`config.mk`:
```
export PLATFORM = sky130hd
export DESIGN_NAME = exc_seq_top
export DESIGN_NICKNAME = d
export VERILOG_FILES = /design/src/rtl/exc_seq_pkg.sv /design/src/rtl/exc_classify.sv /design/src/rtl/exc_defer_window.sv /design/src/rtl/exc_entry_seq.sv /design/src/rtl/exc_seq_top.sv
export SDC_FILE = /design/constraint.sdc
export NUM_CORES = 1
export LEC_CHECK = 0
export BUFFER_PORTS_ARGS = -buffer_cell sky130_fd_sc_hd__buf_2
export CORE_ASPECT_RATIO = 2
export CORE_MARGIN = 4
export CORE_UTILIZATION = 39
export DETAILED_ROUTE_END_ITERATION = 7
export GPL_ROUTABILITY_DRIVEN = 1
export PLACE_DENSITY = 0.72
export SETUP_SLACK_MARGIN = 0.1
export SYNTH_ARGS = -nofsm -noshare
export SYNTH_HDL_FRONTEND = slang
export SYNTH_SLANG_ARGS = --single-unit
```
`constraint.sdc`:
```
create_clock -name clk -period 1.7 [get_ports clk]
set_input_delay 0.17 -clock clk [delete_from_list [all_inputs] [get_ports clk]]
set_output_delay 0.17 -clock clk [all_outputs]
set_load 0.1 [all_outputs]
```
`src/rtl/exc_seq_pkg.sv`:
```
// Shared definitions for the exception sequencer.
// Assumes: vectors are 8 bits wide; the cause set is fixed.
package exc_seq_pkg;
    localparam int VEC_W = 8;

    typedef enum logic [2:0] {
        CAUSE_NONE    = 3'd0,
        CAUSE_INVALID = 3'd1,
        CAUSE_ZDIV    = 3'd2,
        CAUSE_TRAP    = 3'd3,
        CAUSE_TRAPV   = 3'd4
    } exc_cause_e;
endpackage

```
`src/rtl/exc_classify.sv`:
```
// Combinational cause selection for one retiring instruction.
// Priority: invalid > zero divide > trap (unconditional before overflow).
// Assumes: flags are only meaningful while an instruction retires; the
// caller qualifies hit with its own retire signal.
module exc_classify
    import exc_seq_pkg::*;
#(
    parameter int                PC_W          = 16,
    parameter logic [VEC_W-1:0]  VEC_INVALID   = 8'd4,
    parameter logic [VEC_W-1:0]  VEC_ZDIV      = 8'd10,
    parameter logic [VEC_W-1:0]  VEC_TRAPV     = 8'd9,
    parameter logic [VEC_W-1:0]  VEC_TRAP_BASE = 8'd32
) (
    input  logic              cls_invalid,
    input  logic              cls_trap,
    input  logic [3:0]        trap_idx,
    input  logic              cls_trap_ovf,
    input  logic              flag_v,
    input  logic              cls_divu,
    input  logic              divisor_zero,
    input  logic [PC_W-1:0]   cur_pc,
    input  logic [PC_W-1:0]   next_pc,
    output logic              hit,
    output logic [VEC_W-1:0]  vector,
    output logic [PC_W-1:0]   push_pc
);
    exc_cause_e cause;

    // Pick the single winning cause.
    always_comb begin
        if (cls_invalid)                 cause = CAUSE_INVALID;
        else if (cls_divu && divisor_zero) cause = CAUSE_ZDIV;
        else if (cls_trap)               cause = CAUSE_TRAP;
        else if (cls_trap_ovf && flag_v) cause = CAUSE_TRAPV;
        else                             cause = CAUSE_NONE;
    end

    // Map the cause to a vector number and the address to save.
    always_comb begin
        hit     = 1'b1;
        vector  = '0;
        push_pc = next_pc;
        unique case (cause)
            CAUSE_INVALID: begin
                vector  = VEC_INVALID;
                push_pc = cur_pc;
            end
            CAUSE_ZDIV:  vector = VEC_ZDIV;
            CAUSE_TRAP:  vector = VEC_TRAP_BASE + {{(VEC_W-4){1'b0}}, trap_idx};
            CAUSE_TRAPV: vector = VEC_TRAPV;
            default:     hit    = 1'b0;
        endcase
    end
endmodule

```
`src/rtl/exc_defer_window.sv`:
```
// One-instruction hold-off flag for asynchronous acceptance.
// Set when a status-writing instruction retires without an exception;
// cleared by the next retirement.
// Assumes: retire is already gated by the sequencer's busy state.
module exc_defer_window (
    input  logic clk,
    input  logic rst_n,
    input  logic retire,
    input  logic ctl_write,
    input  logic exc_hit,
    output logic defer_q
);
    // Track whether the instruction just retired opened a hold-off window.
    always_ff @(posedge clk) begin
        if (!rst_n)      defer_q <= 1'b0;
        else if (retire) defer_q <= ctl_write && !exc_hit;
    end
endmodule

```
`src/rtl/exc_entry_seq.sv`:
```
// Entry sequencer: issues the exception strobe and its payload, times the
// entry sequence, and releases a queued asynchronous request after it.
// Assumes: ENTRY_CYCLES >= 1; retire is low while busy is high.
module exc_entry_seq
    import exc_seq_pkg::*;
#(
    parameter int PC_W         = 16,
    parameter int ENTRY_CYCLES = 4
) (
    input  logic              clk,
    input  logic              rst_n,
    input  logic              retire,
    input  logic              exc_hit,
    input  logic [VEC_W-1:0]  vector_in,
    input  logic [PC_W-1:0]   push_pc_in,
    input  logic              sr_t,
    input  logic [2:0]        sr_imask,
    input  logic              async_req,
    input  logic              hold_take,
    output logic              exc_start,
    output logic [VEC_W-1:0]  exc_vector,
    output logic [PC_W-1:0]   exc_push_pc,
    output logic              exc_new_t,
    output logic [2:0]        exc_new_imask,
    output logic              int_start,
    output logic              busy
);
    localparam int CNT_W = $clog2(ENTRY_CYCLES + 1);
    localparam logic [CNT_W-1:0] CNT_LOAD = CNT_W'(ENTRY_CYCLES);
    localparam logic [CNT_W-1:0] CNT_LAST = CNT_W'(1);

    logic [CNT_W-1:0] cnt_q;
    logic             pend_q;

    assign busy = (cnt_q != '0);

    // Load the payload on entry, count down the sequence, release interrupts.
    always_ff @(posedge clk) begin
        if (!rst_n) begin
            exc_start     <= 1'b0;
            exc_vector    <= '0;
            exc_push_pc   <= '0;
            exc_new_t     <= 1'b0;
            exc_new_imask <= '0;
            int_start     <= 1'b0;
            cnt_q         <= '0;
            pend_q        <= 1'b0;
        end else begin
            exc_start <= 1'b0;
            int_start <= 1'b0;
            if (retire && exc_hit) begin
                exc_start     <= 1'b1;
                exc_vector    <= vector_in;
                exc_push_pc   <= push_pc_in;
                exc_new_t     <= 1'b0;
                exc_new_imask <= sr_imask;
                cnt_q         <= CNT_LOAD;
                pend_q        <= async_req;
            end else begin
                if (busy) begin
                    cnt_q <= cnt_q - CNT_LAST;
                end else begin
                    exc_new_t     <= sr_t;
                    exc_new_imask <= sr_imask;
                end
                if (cnt_q == CNT_LAST && pend_q) begin
                    int_start <= 1'b1;
                    pend_q    <= 1'b0;
                end
                if (retire && async_req && !hold_take) int_start <= 1'b1;
            end
        end
    end
endmodule

```
`src/rtl/exc_seq_top.sv`:
```
// Top of the exception sequencer: classifies the retiring instruction,
// keeps the one-instruction hold-off window and drives the entry sequence.
// Assumes: instr_valid pulses once per retiring instruction; async_req is
// the merged output of an external priority controller.
module exc_seq_top
    import exc_seq_pkg::*;
#(
    parameter int                PC_W          = 16,
    parameter int                ENTRY_CYCLES  = 4,
    parameter logic [VEC_W-1:0]  VEC_INVALID   = 8'd4,
    parameter logic [VEC_W-1:0]  VEC_ZDIV      = 8'd10,
    parameter logic [VEC_W-1:0]  VEC_TRAPV     = 8'd9,
    parameter logic [VEC_W-1:0]  VEC_TRAP_BASE = 8'd32
) (
    input  logic              clk,
    input  logic              rst_n,
    input  logic              instr_valid,
    input  logic              cls_invalid,
    input  logic              cls_trap,
    input  logic [3:0]        trap_idx,
    input  logic              cls_trap_ovf,
    input  logic              flag_v,
    input  logic              cls_divu,
    input  logic              divisor_zero,
    input  logic              cls_ctl_write,
    input  logic [PC_W-1:0]   cur_pc,
    input  logic [PC_W-1:0]   next_pc,
    input  logic              sr_t,
    input  logic [2:0]        sr_imask,
    input  logic              async_req,
    output logic              exc_start,
    output logic [VEC_W-1:0]  exc_vector,
    output logic [PC_W-1:0]   exc_push_pc,
    output logic              exc_new_t,
    output logic [2:0]        exc_new_imask,
    output logic              int_start,
    output logic              int_ok
);
    logic              seq_busy;
    logic              retire;
    logic              exc_hit;
    logic [VEC_W-1:0]  cls_vector;
    logic [PC_W-1:0]   cls_push_pc;
    logic              defer_q;

    // An instruction counts only while no entry sequence is running.
    assign retire = instr_valid && !seq_busy;
    // Acceptance window: closed while deferring or sequencing.
    assign int_ok = !defer_q && !seq_busy;

    exc_classify #(
        .PC_W(PC_W), .VEC_INVALID(VEC_INVALID), .VEC_ZDIV(VEC_ZDIV),
        .VEC_TRAPV(VEC_TRAPV), .VEC_TRAP_BASE(VEC_TRAP_BASE)
    ) classify_i (
        .cls_invalid(cls_invalid), .cls_trap(cls_trap), .trap_idx(trap_idx),
        .cls_trap_ovf(cls_trap_ovf), .flag_v(flag_v), .cls_divu(cls_divu),
        .divisor_zero(divisor_zero), .cur_pc(cur_pc), .next_pc(next_pc),
        .hit(exc_hit), .vector(cls_vector), .push_pc(cls_push_pc)
    );

    exc_defer_window defer_i (
        .clk(clk), .rst_n(rst_n), .retire(retire),
        .ctl_write(cls_ctl_write), .exc_hit(exc_hit), .defer_q(defer_q)
    );

    exc_entry_seq #(.PC_W(PC_W), .ENTRY_CYCLES(ENTRY_CYCLES)) seq_i (
        .clk(clk), .rst_n(rst_n), .retire(retire), .exc_hit(exc_hit),
        .vector_in(cls_vector), .push_pc_in(cls_push_pc), .sr_t(sr_t),
        .sr_imask(sr_imask), .async_req(async_req), .hold_take(cls_ctl_write),
        .exc_start(exc_start), .exc_vector(exc_vector),
        .exc_push_pc(exc_push_pc), .exc_new_t(exc_new_t),
        .exc_new_imask(exc_new_imask), .int_start(int_start), .busy(seq_busy)
    );
endmodule

```
Word level (Yosys, flattened, before mapping)
Cells that the tools add are included.
{"block": "word_totals", "regBits": 35, "out_inout_bits": 31, "word_cells": 53}
{"block": "op_classes", "add_sub_neg": 2, "reduce_logical": 18, "bitwise": 1, "eq_ne": 6, "muxes": 16}
{"operator": "$pmux W8 S4", "n": 1}
{"operator": "$mux W3", "n": 8}
{"operator": "$mux W16", "n": 1}
{"operator": "$logic_and A1 B1 Y1", "n": 9}
{"operator": "$add A6 B4 Y7 const A", "n": 1}
{"operator": "$eq A3 B1 Y1 const B", "n": 2}
{"operator": "$eq A3 B2 Y1 const B", "n": 2}
{"operator": "$mux W1", "n": 6}
{"operator": "$logic_not A1 Y1", "n": 4}
{"operator": "$reduce_bool A2 Y1", "n": 2}
{"operator": "$reduce_or A4 Y1", "n": 1}
{"operator": "$eq A3 B3 Y1 const B", "n": 1}
{"operator": "$reduce_bool A3 Y1", "n": 1}
{"operator": "$sub A3 B1 Y3 const B", "n": 1}
{"operator": "$ne A2 B1 Y1 const B", "n": 1}
{"operator": "$reduce_or A2 Y1", "n": 1}
{"operator": "$not A1 Y1", "n": 1}

Longest topological paths before layout
Gate-level depths: netlist of the first run.
{"block": "depth", "ltp_word": 10, "mapped_depth": 8}

Cells and area by module
A second synthesis of the first run with hierarchy kept.
{"block": "hier_totals", "hier_cells": 142, "area_unflattened_um2": 1641.6}
{"mod": "exc_entry_seq", "seq_area_each_um2": 680.7, "cells_each": 101, "instances": 1, "area_per_inst_um2": 1224.9}
{"mod": "exc_classify", "seq_area_each_um2": 0.0, "cells_each": 35, "instances": 1, "area_per_inst_um2": 366.6}
{"mod": "exc_defer_window", "seq_area_each_um2": 20.0, "cells_each": 4, "instances": 1, "area_per_inst_um2": 40.0}
{"mod": "exc_seq_top", "seq_area_each_um2": 0.0, "cells_each": 2, "instances": 1, "area_per_inst_um2": 10.0}

Worst setup path after synthesis of the first run
OpenSTA, ideal clock, no wires.
{"block": "synth_path", "kind": "flip-flop to output port", "from": "register seq_i.cnt_q[0]", "to": "output int_ok", "path_stages_with_launch": 6, "arrival_time_ps": 2333, "setup_slack_ps": -803, "required_time_ps": 1530, "path_cell_list": "dfxtp_1 > inv_1 > ha_1 > ha_1 > buf_2 > nor2b_1"}
{"block": "synth_between", "elab_chain_len": 3}
{"item": "from (decl)", "line_no": "exc_entry_seq.sv:32", "source": "logic [CNT_W-1:0] cnt_q;"}
{"item": "from (signal assigned)", "line_no": "exc_entry_seq.sv:61", "source": "cnt_q <= cnt_q - CNT_LAST;"}
{"item": "$reduce_bool A3 Y1", "line_no": "exc_entry_seq.sv:35", "source": "assign busy = (cnt_q != '0);"}
{"item": "$logic_not A1 Y1", "line_no": "exc_seq_top.sv:49", "source": "assign int_ok = !defer_q && !seq_busy;"}
{"item": "$logic_and A1 B1 Y1", "line_no": "exc_seq_top.sv:49"}
{"item": "to (decl)", "line_no": "exc_seq_top.sv:37", "source": "output logic int_ok"}
Every way passes these cells.

Final worst setup path of the first run
{"block": "layout_path", "from": "register seq_i.cnt_q[1]", "to": "register seq_i.exc_push_pc[0]"}
{"block": "layout_between", "elab_chain_len": 4}
{"item": "$reduce_bool A3 Y1", "line_no": "exc_entry_seq.sv:35"}
{"item": "$logic_not A1 Y1", "line_no": "exc_seq_top.sv:47", "source": "assign retire = instr_valid && !seq_busy;"}
{"item": "$logic_and A1 B1 Y1", "line_no": "exc_seq_top.sv:47"}
{"item": "$logic_and A1 B1 Y1", "line_no": "exc_entry_seq.sv:51", "source": "if (retire && exc_hit) begin"}
{"item": "to (signal assigned)", "line_no": "exc_entry_seq.sv:54", "source": "exc_push_pc <= push_pc_in;"}
{"item": "to (decl)", "line_no": "exc_entry_seq.sv:22", "source": "output logic [PC_W-1:0] exc_push_pc,"}
Every way passes these cells.
A chain may end at the register's enable or synchronous reset.

==> results of run 1 <==
==> worst register-to-register path: cells and delay by family (launching register included) <==
family	cells	cell delay (ps)
buf+inv	4	470
fa+ha+maj	2	290
compound gates	2	310
flops	1	320
simple gates	2	80
==> sequential cells by signal (all words and copies together) (netlist names) <==
name / count
seq_i.exc_vector: 5
seq_i.exc_start: 1
seq_i.cnt_q: 3
seq_i.int_start: 1
seq_i.exc_new_t: 1
seq_i.exc_new_imask: 3
seq_i.exc_push_pc: 16
seq_i.pend_q: 1
defer_i.defer_q: 1
==> placed cells by master, fill, tap and decap left out, types with 3 or more instances in the layout <==
cell      instances
conb_1            3
buf_6             7
buf_4            10
mux2i_1          20
nor2b_1           4
a21oi_1           4
o211a_1          17
buf_2            77
clkbuf_8          5
nand2_1          12
dfxtp_1          30
nand2_2          11
nor2_1            9
==> final cells by class <==
class                      count  area share (%)
sequential                    32            28.2
clock buffer                   6            3.18
clock inverter                 1           0.219
inverter                       4           0.658
tap                           49            2.68
timing repair buffer          99            28.2
multi-input combinational    108            36.9
==> cells in the mapped netlist, types with 2 or more instances <==
cell,count
buf_2,7
a21oi_1,4
nor2_1,9
o21ai_0,2
nand3_1,2
o211a_1,17
nor3b_1,2
mux2i_1,20
inv_1,4
nand2_1,23
nor2b_1,5
ha_1,4
dfxtp_1,32
nand2b_1,2
nand4b_1,2
a31oi_1,2
clkbuf_1,3
buf_4,3
==> through the flow <==
stage	util, %	cells	cell area, µm²
5_1_grt	62.6	299	2280
3_5_place_dp	53.9	277	1970
2_1_floorplan	-	157	1520
6_report	62.6	299	2280
3_3_place_gp	53.9	277	1970
4_1_cts	57.8	288	2110
==> kinds of logic after synthesis <==
kind of cell	Yosys count	share of synthesized area [%]
AOI/OAI and AO/OA	32	18.8
other	1	0.251
DFF	32	42.9
xor gates and xnor gates	1	0.586
buffers and inverters	17	5.61
adders and majority gates	4	3.35
and+or+nand+nor	48	15.1
muxes	20	13.4
==> path summary, 6_finish.rpt <==
path                          endpoint                 from  cells past startpoint  slack [ps]
setup / recovery  seq_i.exc_push_pc[0]       seq_i.cnt_q[1]                     10         110
hold / removal         seq_i.exc_new_t                 sr_t                      3         140
setup reg to reg  seq_i.exc_push_pc[0]       seq_i.cnt_q[1]                     10         110
hold reg to reg    seq_i.exc_vector[1]  seq_i.exc_vector[1]                      2         450
==> repair_timing <==
item                       in CTS  in global routing
pin swaps                       0                  2
gates cloned                    0                  2
setup endpoints to repair       7                 21
buffers inserted                4                  9
hold buffers                    0                  0
gates resized for setup         6                 26
==> where the power goes <==
part	total (µW)	switching (µW)	leakage (µW)	internal, µW
combinational	2870	2020	0.000998	851
clock	541	263	0.0000410	278
sequential	1060	96.8	0.000264	961
total	4470	2380	0.00130	2090
==> metal layers <==
metal / share of wire [%] / global-route usage (%) / routed length [µm]
met1: 39 / 15.4 / 1540
met3: 7.4 / 5.32 / 297
met4: 1.8 / 7.22 / 71
met5: 0 / 0 / 0
met2: 52 / 30.1 / 2090
==> metrics.md, run 1 <==
| Metric | Value |
|---|---|
| # setup viols final | `0` |
| Clk buf depth | `2` |
| WHS | `138 ps` |
| WP buf/inv | `4` |
| Mean Syn Cell Area | `around 9.6 µm²` |
| Kind of critical path | `reg2reg` |
| Antenna Violating Nets Remaining | `0` |
| Leak pwr | `0.00130 µW` |
| Post-synth ARST share | `0%` |
| CP required | `approximately 1900 ps` |
| Core area | `roughly 3600 µm²` |
| Cells after synthesis | `roughly 160` |
| Fmax | `630 MHz` |
| Netlist Area Pre-Place | `approximately 1500 µm²` |
| CTS tree | `done` |
| Vias | `1450` |
| FP Rows | `31` |
| HP Class | `in2reg` |
| Clk sink count | `32` |
| Final HPWL DP | `2790 µm` |
| Overflow left after global routing | `0` |
| Top_reg_cell synth | `dfxtp_1` |
| CP max FO | `7` |
| Initial Util | `41.0%` |
| Worst Skew | `5.69 ps` |
| Final period util | `93.3%` |
| Die area | `around 4900 µm²` |
| Worst path top cell family by delay | `buffers and inverters` |
| Port Buffer Count | `78` |
| PD cells | `1960 nW/µm²` |
| Post-synth EDFFs | `0` |
| DRC | `0` |
| Nets | `around 310` |
| Pins Over Slew Limit | `0` |
| Die width | `between 50 and 60 µm` |
| Place WS | `91.1 ps` |
| P&R area growth vs syn | `52.8%` |
| Setup TNS | `0 ps` |
| Dominant cell type by area after synthesis | `dfxtp_1` |
| Crit. End Element | `flop` |
| Initial antenna violation count | `0` |
| CTS HTree Levels | `2` |
| Critical path's slowest cell | `dfxtp_2` |
| Fin. Hold Viols | `0` |
| RSZ-0062 raised after global routing | `true` |
| Largest net degree at the start of global routing | `28` |
| Diodes inserted | `0` |
| Overall power | `4470 µW` |
| Register area | `643 µm²` |
| Total wire length | `approximately 4000 µm` |
| Yosys warns | `0` |
| Io pins | `about 80` |
| Outcome | `completed` |
| #FFs+latches synth | `32` |
| Clock slew at reported path FFs | `70 ps` |
| Root buffer cell | `clkbuf_8` |
| Register area share after synthesis | `42.9%` |
| Max Cap Violations | `0` |
| Fillers | `approximately 350` |
| Distinct cells, synth | `30` |
| Max VDD drop | `1130 µV` |
| Worst Path Arrival | `1760 ps` |
| DR vias/cell | `approximately 4.8` |
| Vias in the first global route | `1415` |
| Fin crit period | `approximately 1600 ps` |
| Cells along the critical path | `inv_2 > ha_4 > ha_4 > buf_6 > nand2_4 > a21oi_4 > buf_6 > clkbuf_16 > nand2_2 > o211a_1` |
| Setup ws final | `about 110 ps` |
| DR iter-0 viols | `13` |
| Multi-input gate area | `roughly 840 µm²` |
| Worst Setup Start Kind | `flop` |
| Layout cell share with drive strength beyond 1 | `51.2%` |
| Top-area cell type share of the netlist area | `a little over two fifths` |
| First-pass GRT wire length | `5930 µm` |
| Routability Congestion | `0.795` |
| Crit-path max cell delay | `320 ps` |
| Dominant cells by area after synthesis | `dfxtp_1 43%, mux2i_1 13%, o211a_1 11%` |
| Worst skew pair latency | `280 ps` |
| Drt pass-1 iters | `4` |
| Number of CTS-inserted buffers | `5` |
| Die Ht | `~96 µm` |
| WL/cell | `between 10 and 15 µm` |
| GRT Total Usage | `between 10% and 20%` |
No activity file was read; power rests on OpenSTA's default activity.
==> inputs of run 2 (changes only) <==
--- a/config.mk
+++ b/config.mk
@@ -9,6 +9,7 @@
 export CORE_ASPECT_RATIO = 2
 export CORE_MARGIN = 4
 export CORE_UTILIZATION = 39
+export CTS_BUF_LIST = sky130_fd_sc_hd__clkbuf_4 sky130_fd_sc_hd__clkbuf_8
 export DETAILED_ROUTE_END_ITERATION = 7
 export GPL_ROUTABILITY_DRIVEN = 1
 export PLACE_DENSITY = 0.72
==> run 2 against run 1 <==
Against the previous run: final cell count stayed put; highest routed layer unchanged; clock power rose by 4%; maximum frequency is 0.36% lower; register-to-register slack barely moved; via count is 1.5% higher; cell area up 0.38%; setup slack got worse by 5.8 ps; sequential power hardly changed; count of clock-buffer cells in the layout did not move; wire length up 0.88%; combinational power barely moved.
==> metrics.md, run 2 (synthesis gave the netlist of run 1 again) <==
| Metric | Value |
|---|---|
| Nets | `305 (unchanged)` |
| Max Cap Violations | `0 (unchanged)` |
| Number of CTS-inserted buffers | `5 (unchanged)` |
| Core area | `3650 µm² (unchanged)` |
| Total wire length | `4030 µm (+0.88%)` |
| DR iter-0 viols | `19 (+6)` |
| Final HPWL DP | `2790 µm (unchanged)` |
| DRC | `0 (unchanged)` |
| Drt pass-1 iters | `3 (-1)` |
| # setup viols final | `0 (unchanged)` |
| Leak pwr | `0.00131 µW (+0.78%)` |
| Root buffer cell | `clkbuf_8` |
| Initial Util | `41.0% (unchanged)` |
| CP required | `1870 ps (about the same)` |
| Fmax | `628 MHz (-0.36%)` |
| Fin crit period | `1590 ps (+5.79 ps)` |
| Die width | `51.8 µm (unchanged)` |
| Overflow left after global routing | `0 (unchanged)` |
| Outcome | `completed` |
| RSZ-0062 raised after global routing | `true` |
| Die area | `4950 µm² (unchanged)` |
| Fin. Hold Viols | `0 (unchanged)` |
| Max VDD drop | `1130 µV (about the same)` |
| Antenna Violating Nets Remaining | `0 (unchanged)` |
| Clk buf depth | `2 (unchanged)` |
| First-pass GRT wire length | `5950 µm (+0.22%)` |
| Max FFs per register | `16 (unchanged)` |
| Die Ht | `95.5 µm (unchanged)` |
| Vias | `1472 (+1.5%)` |
| Overall power | `4490 µW (+0.54%)` |
| Final period util | `93.7% (+0.34 points)` |
| CTS HTree Levels | `2 (unchanged)` |
| Io pins | `82 (unchanged)` |
| Crit. End Element | `flop` |
| R2R depth | `10 (unchanged)` |
| Setup TNS | `0 ps (unchanged)` |
| Hold depth | `3 (unchanged)` |
| PD cells | `1960 nW/µm² (+0.15%)` |
| Routability Congestion | `0.795 (unchanged)` |
| Largest Register | `seq_i.exc_push_pc` |
| Most common cell after layout, fill and taps aside | `buf_2` |
| Clk sink count | `32 (unchanged)` |
| P&R area growth vs syn | `53.4%` |
| Port Buffer Count | `78 (unchanged)` |
| Clock slew at reported path FFs | `70 ps (about the same)` |
| Worst Skew | `3.39 ps (-2.30 ps)` |
| Pins Over Slew Limit | `0 (unchanged)` |
| DR vias/cell | `4.92 (+1.5%)` |
| Vias in the first global route | `1409 (-0.42%)` |
| HP Class | `in2reg` |
| Finished Core Util | `62.9% (+0.24 points)` |
| Layout cell share with drive strength beyond 1 | `51.6% (+0.40 points)` |
| CP max FO | `7 (unchanged)` |
| Largest regs | `seq_i.exc_push_pc x16, seq_i.exc_vector x5` |
| GRT Total Usage | `16.2% (+0.058 points)` |
| WL/cell | `13.5 µm (+0.88%)` |
| Largest net degree at the start of global routing | `28 (unchanged)` |
| Initial antenna violation count | `0 (unchanged)` |
| Worst Path Arrival | `1760 ps (about the same)` |
| Most frequent cells in the layout | `77 x buf_2, 30 x dfxtp_1, 20 x mux2i_1` |
| Worst Setup Start Kind | `flop` |
| CTS tree | `done` |
| Worst skew pair latency | `280 ps (about the same)` |
| Kind of critical path | `reg2reg` |
| FP Rows | `31 (unchanged)` |
| WHS | `132 ps (-5.69 ps)` |
| Diodes inserted | `0 (unchanged)` |
## run 2: cell counts in the layout (fill, tap and decap cells not counted)
No cell type changed its count.
## run 2: cell type report
class                   count  area (µm²)
fillers                   352        1350
inverters                   4        15.0
multi-input cells         108         847
clock inverters             1        5.00
clock buffers               6        76.3
repair buffers             99         644
flip-flops and latches     32         643
well taps                  49        61.3
## run 2: worst paths after layout
path | startpoint | end | slack, ps
max | seq_i.cnt_q[1] | seq_i.exc_push_pc[0] | 110
min | sr_t | seq_i.exc_new_t | 130
max reg2reg | seq_i.cnt_q[1] | seq_i.exc_push_pc[0] | 110
min reg2reg | seq_i.exc_vector[1] | seq_i.exc_vector[1] | 450
## run 2: repair_timing
action | 4_1_cts | 5_1_grt
setup buffers | 4 | 9
gates cloned | 0 | 2
pin swaps | 0 | 1
hold buffers | 0 | 0
setup endpoints to repair | 6 | 21
resized for setup | 6 | 27
## run 2: layer usage
layer / routed length (µm) / global-route usage, % / vias to the layer above
met5: 0 / 0 / -
met4: 70 / 7.22 / 0
met3: 302 / 5.32 / 5
met2: 2140 / 30.0 / 61
met1: 1520 / 15.7 / 683
li1: - / - / 723
## run 2: worst max-delay path, stage by stage, from the launching register on
cell,delay [ps]
dfxtp_2,320
inv_2,70
ha_4,150
ha_4,140
buf_6,100
nand2_4,40
a21oi_4,200
buf_6,160
clkbuf_16,140
nand2_2,40
o211a_1,110
## run 2: metrics by stage
step / area, µm² / instances / setup slack, ps
detailed placement: 1970 / 277 / 91.1
global placement: 1970 / 277 / 178
finish: 2290 / 299 / 108
floorplan: 1520 / 157 / 122
CTS: 2110 / 288 / 104
global route: 2290 / 299 / 36.0
## run 2: where the power goes
group          switching [µW]  total (µW)  internal [µW]
clock                     266         560            294
combinational            2020        2870            853
sequential               96.3        1060            961
==> inputs of run 3 (changes only) <==
--- a/config.mk
+++ b/config.mk
@@ -12,7 +12,7 @@
 export CTS_BUF_LIST = sky130_fd_sc_hd__clkbuf_4 sky130_fd_sc_hd__clkbuf_8
 export DETAILED_ROUTE_END_ITERATION = 7
 export GPL_ROUTABILITY_DRIVEN = 1
-export PLACE_DENSITY = 0.72
+export PLACE_DENSITY = 0.74
 export SETUP_SLACK_MARGIN = 0.1
 export SYNTH_ARGS = -nofsm -noshare
 export SYNTH_HDL_FRONTEND = slang
==> constraint.sdc (replaced) <==
create_clock -name clk -period 1.45 [get_ports clk]
set_input_delay 0.145 -clock clk [delete_from_list [all_inputs] [get_ports clk]]
set_output_delay 0.145 -clock clk [all_outputs]
set_load 0.1 [all_outputs]
==> run 3 against run 2 <==
Against the previous run: the flow now finishes with violations (setup timing); first-iteration DRC count up 37%; count of clock-buffer cells in the layout up 2; largest cell class unchanged; final cell count fell by 2.0%; die area unchanged; critical path depth decreased by 4; register-to-register slack got worse by 110 ps; wire length down 5.6%; combinational power up 8.7%; non-clock buffer count fell by 7; clock skew is essentially flat; global-route usage is 0.35 points higher; setup slack worse by 190 ps.
==> metrics.md, run 3 (synthesis gave the netlist of run 1 again) <==
| Metric | Value |
|---|---|
| Vias in the first global route | `1430 (+1.5%)` |
| Clk sink count | `32 (unchanged)` |
| Worst Path Arrival | `1380 ps (-380 ps)` |
| Largest Register | `seq_i.exc_push_pc` |
| Area after DPL | `2010 µm² (+2.4%)` |
| Die width | `51.8 µm (unchanged)` |
| DR vias/cell | `4.90 (-0.45%)` |
| Most frequent cells in the layout | `78 x buf_2, 30 x dfxtp_1, 22 x nand2_1` |
| Initial antenna violation count | `0 (unchanged)` |
| HP Class | `in2reg` |
| Layout cell share with drive strength beyond 1 | `48.0% (-3.6 points)` |
| Port Buffer Count | `78 (unchanged)` |
| Root buffer cell | `clkbuf_8` |
| P&R area growth vs syn | `46.1%` |
| GRT Total Usage | `16.6% (+0.35 points)` |
| Setup ws final | `-78.3 ps (-186 ps)` |
| Multi-input gate area | `837 µm² (-1.2%)` |
| Outcome | `finished, violations left` |
| RSZ-0062 raised after global routing | `true` |
| PD cells | `2330 nW/µm² (+19%)` |
| CTS tree | `done` |
| Core area | `3650 µm² (unchanged)` |
| Final HPWL DP | `2970 µm (+6.6%)` |
| First-pass GRT wire length | `6260 µm (+5.2%)` |
| FF-to-FF Start | `seq_i.cnt_q[1]` |
| # setup viols final | `2 (+2)` |
| Worst Setup Start Kind | `flop` |
| Register area | `643 µm² (unchanged)` |
| Fin. Hold Viols | `0 (unchanged)` |
| Max Cap Violations | `0 (unchanged)` |
| R2R depth | `8 (-2)` |
| DR iter-0 viols | `26 (+7)` |
| Most common cell after layout, fill and taps aside | `buf_2` |
| Max VDD drop | `1210 µV (+7.0%)` |
| Pins Over Slew Limit | `0 (unchanged)` |
| Clk buf depth | `2 (unchanged)` |
| Failing checks | `setup timing` |
| Largest regs | `seq_i.exc_push_pc x16, seq_i.exc_vector x5` |
| CP required | `1310 ps (-560 ps)` |
| Fin crit period | `1530 ps` |
| Cts hold-fix bufs | `0 (unchanged)` |
| FP Rows | `31 (unchanged)` |
| Total wire length | `3810 µm (-5.6%)` |
| Vias | `1436 (-2.4%)` |
| DRC | `0 (unchanged)` |
| CTS HTree Levels | `2 (unchanged)` |
| Die Ht | `95.5 µm (unchanged)` |
| Fin area | `2180 µm² (-4.8%)` |
| Kind of critical path | `reg2out` |
| Worst Hold Launch | `sr_t` |
| Nets | `298 (-2.3%)` |
| Diodes inserted | `0 (unchanged)` |
| Number of CTS-inserted buffers | `5 (unchanged)` |
| Final period util | `105%` |
| Setup crit start | `seq_i.cnt_q[1]` |
| Hold depth | `3 (unchanged)` |
| Io pins | `82 (unchanged)` |
| Leak pwr | `0.00125 µW (-4.6%)` |
| Overflow left after global routing | `0 (unchanged)` |
| WL/cell | `13.0 µm (-3.6%)` |
| Antenna Violating Nets Remaining | `0 (unchanged)` |
| Fmax | `654 MHz` |
| Largest net degree at the start of global routing | `29 (+3.6%)` |
| Worst Skew | `2.91 ps (-0.486 ps)` |
| Worst skew pair latency | `280 ps (about the same)` |
| Fillers | `351 (-0.28%)` |
| Die area | `4950 µm² (unchanged)` |
| Max FFs per register | `16 (unchanged)` |
| Routability Congestion | `0.805 (+1.3%)` |
| Setup TNS | `-81.9 ps (-81.9 ps)` |
| Initial Util | `41.0% (unchanged)` |
| Drt pass-1 iters | `6 (+3)` |
| CP max FO | `3 (-4)` |
| Crit. End Element | `output port` |
| Clock slew at reported path FFs | `60 ps (about the same)` |
==> run 3: layout make-up <==
| cell class | instances | area share [%] |
|---|---|---|
| multi-input combinational | 108 | 38.4 |
| sequential | 32 | 29.5 |
| timing repair buffer | 92 | 24.2 |
| clock buffer | 8 | 4.47 |
| tap | 49 | 2.81 |
| inverter | 4 | 0.688 |
==> run 3: critical path, cell delays in order, from the launching register on <==
cell,delay [ps]
dfxtp_2,340
inv_2,50
ha_4,160
ha_4,160
buf_6,110
nor2b_4,120
buf_12,160
==> run 3: power by group <==
part / internal, µW / leakage [µW] / switching [µW]
sequential: 1130 / 0.000264 / 120
clock: 424 / 0.0000523 / 307
combinational: 816 / 0.000936 / 2300
==> run 3: worst paths after layout <==
kind	end	slack, ps
max	int_ok	-80
min	seq_i.exc_new_t	110
max reg2reg	defer_i.defer_q	0
min reg2reg	seq_i.exc_vector[1]	470
==> run 3: what timing repair did <==
item / 4_1_cts / 5_1_grt
pin swaps: 4 / 0
resized for setup: 6 / 4
buffers inserted: 4 / 0
cloned: 1 / 0
setup endpoints to repair: 22 / 31
==> run 3: metal layers <==
layer	GRT usage [%]	up-vias	part of all wire, %
met5	0	-	0
met4	7.22	0	2.2
met3	4.54	9	7.6
met2	29.1	57	54
met1	18.0	659	36
li1	-	711	-
==> run 3: through the flow <==
stage | setup WS, ps | cells | total power (µW) | hold slack, ps | utilization (%)
after floorplan | -8.41 | 157 | 3710 | 284 | -
after global placement | 73.5 | 280 | 4220 | 384 | 55.3
after detailed placement | 15.0 | 280 | 4250 | 394 | 55.3
after CTS | -89.1 | 293 | 5120 | 98.8 | 59.4
after global routing | -110 | 293 | 5340 | 118 | 59.8
final | -78.3 | 293 | 5090 | 113 | 59.8
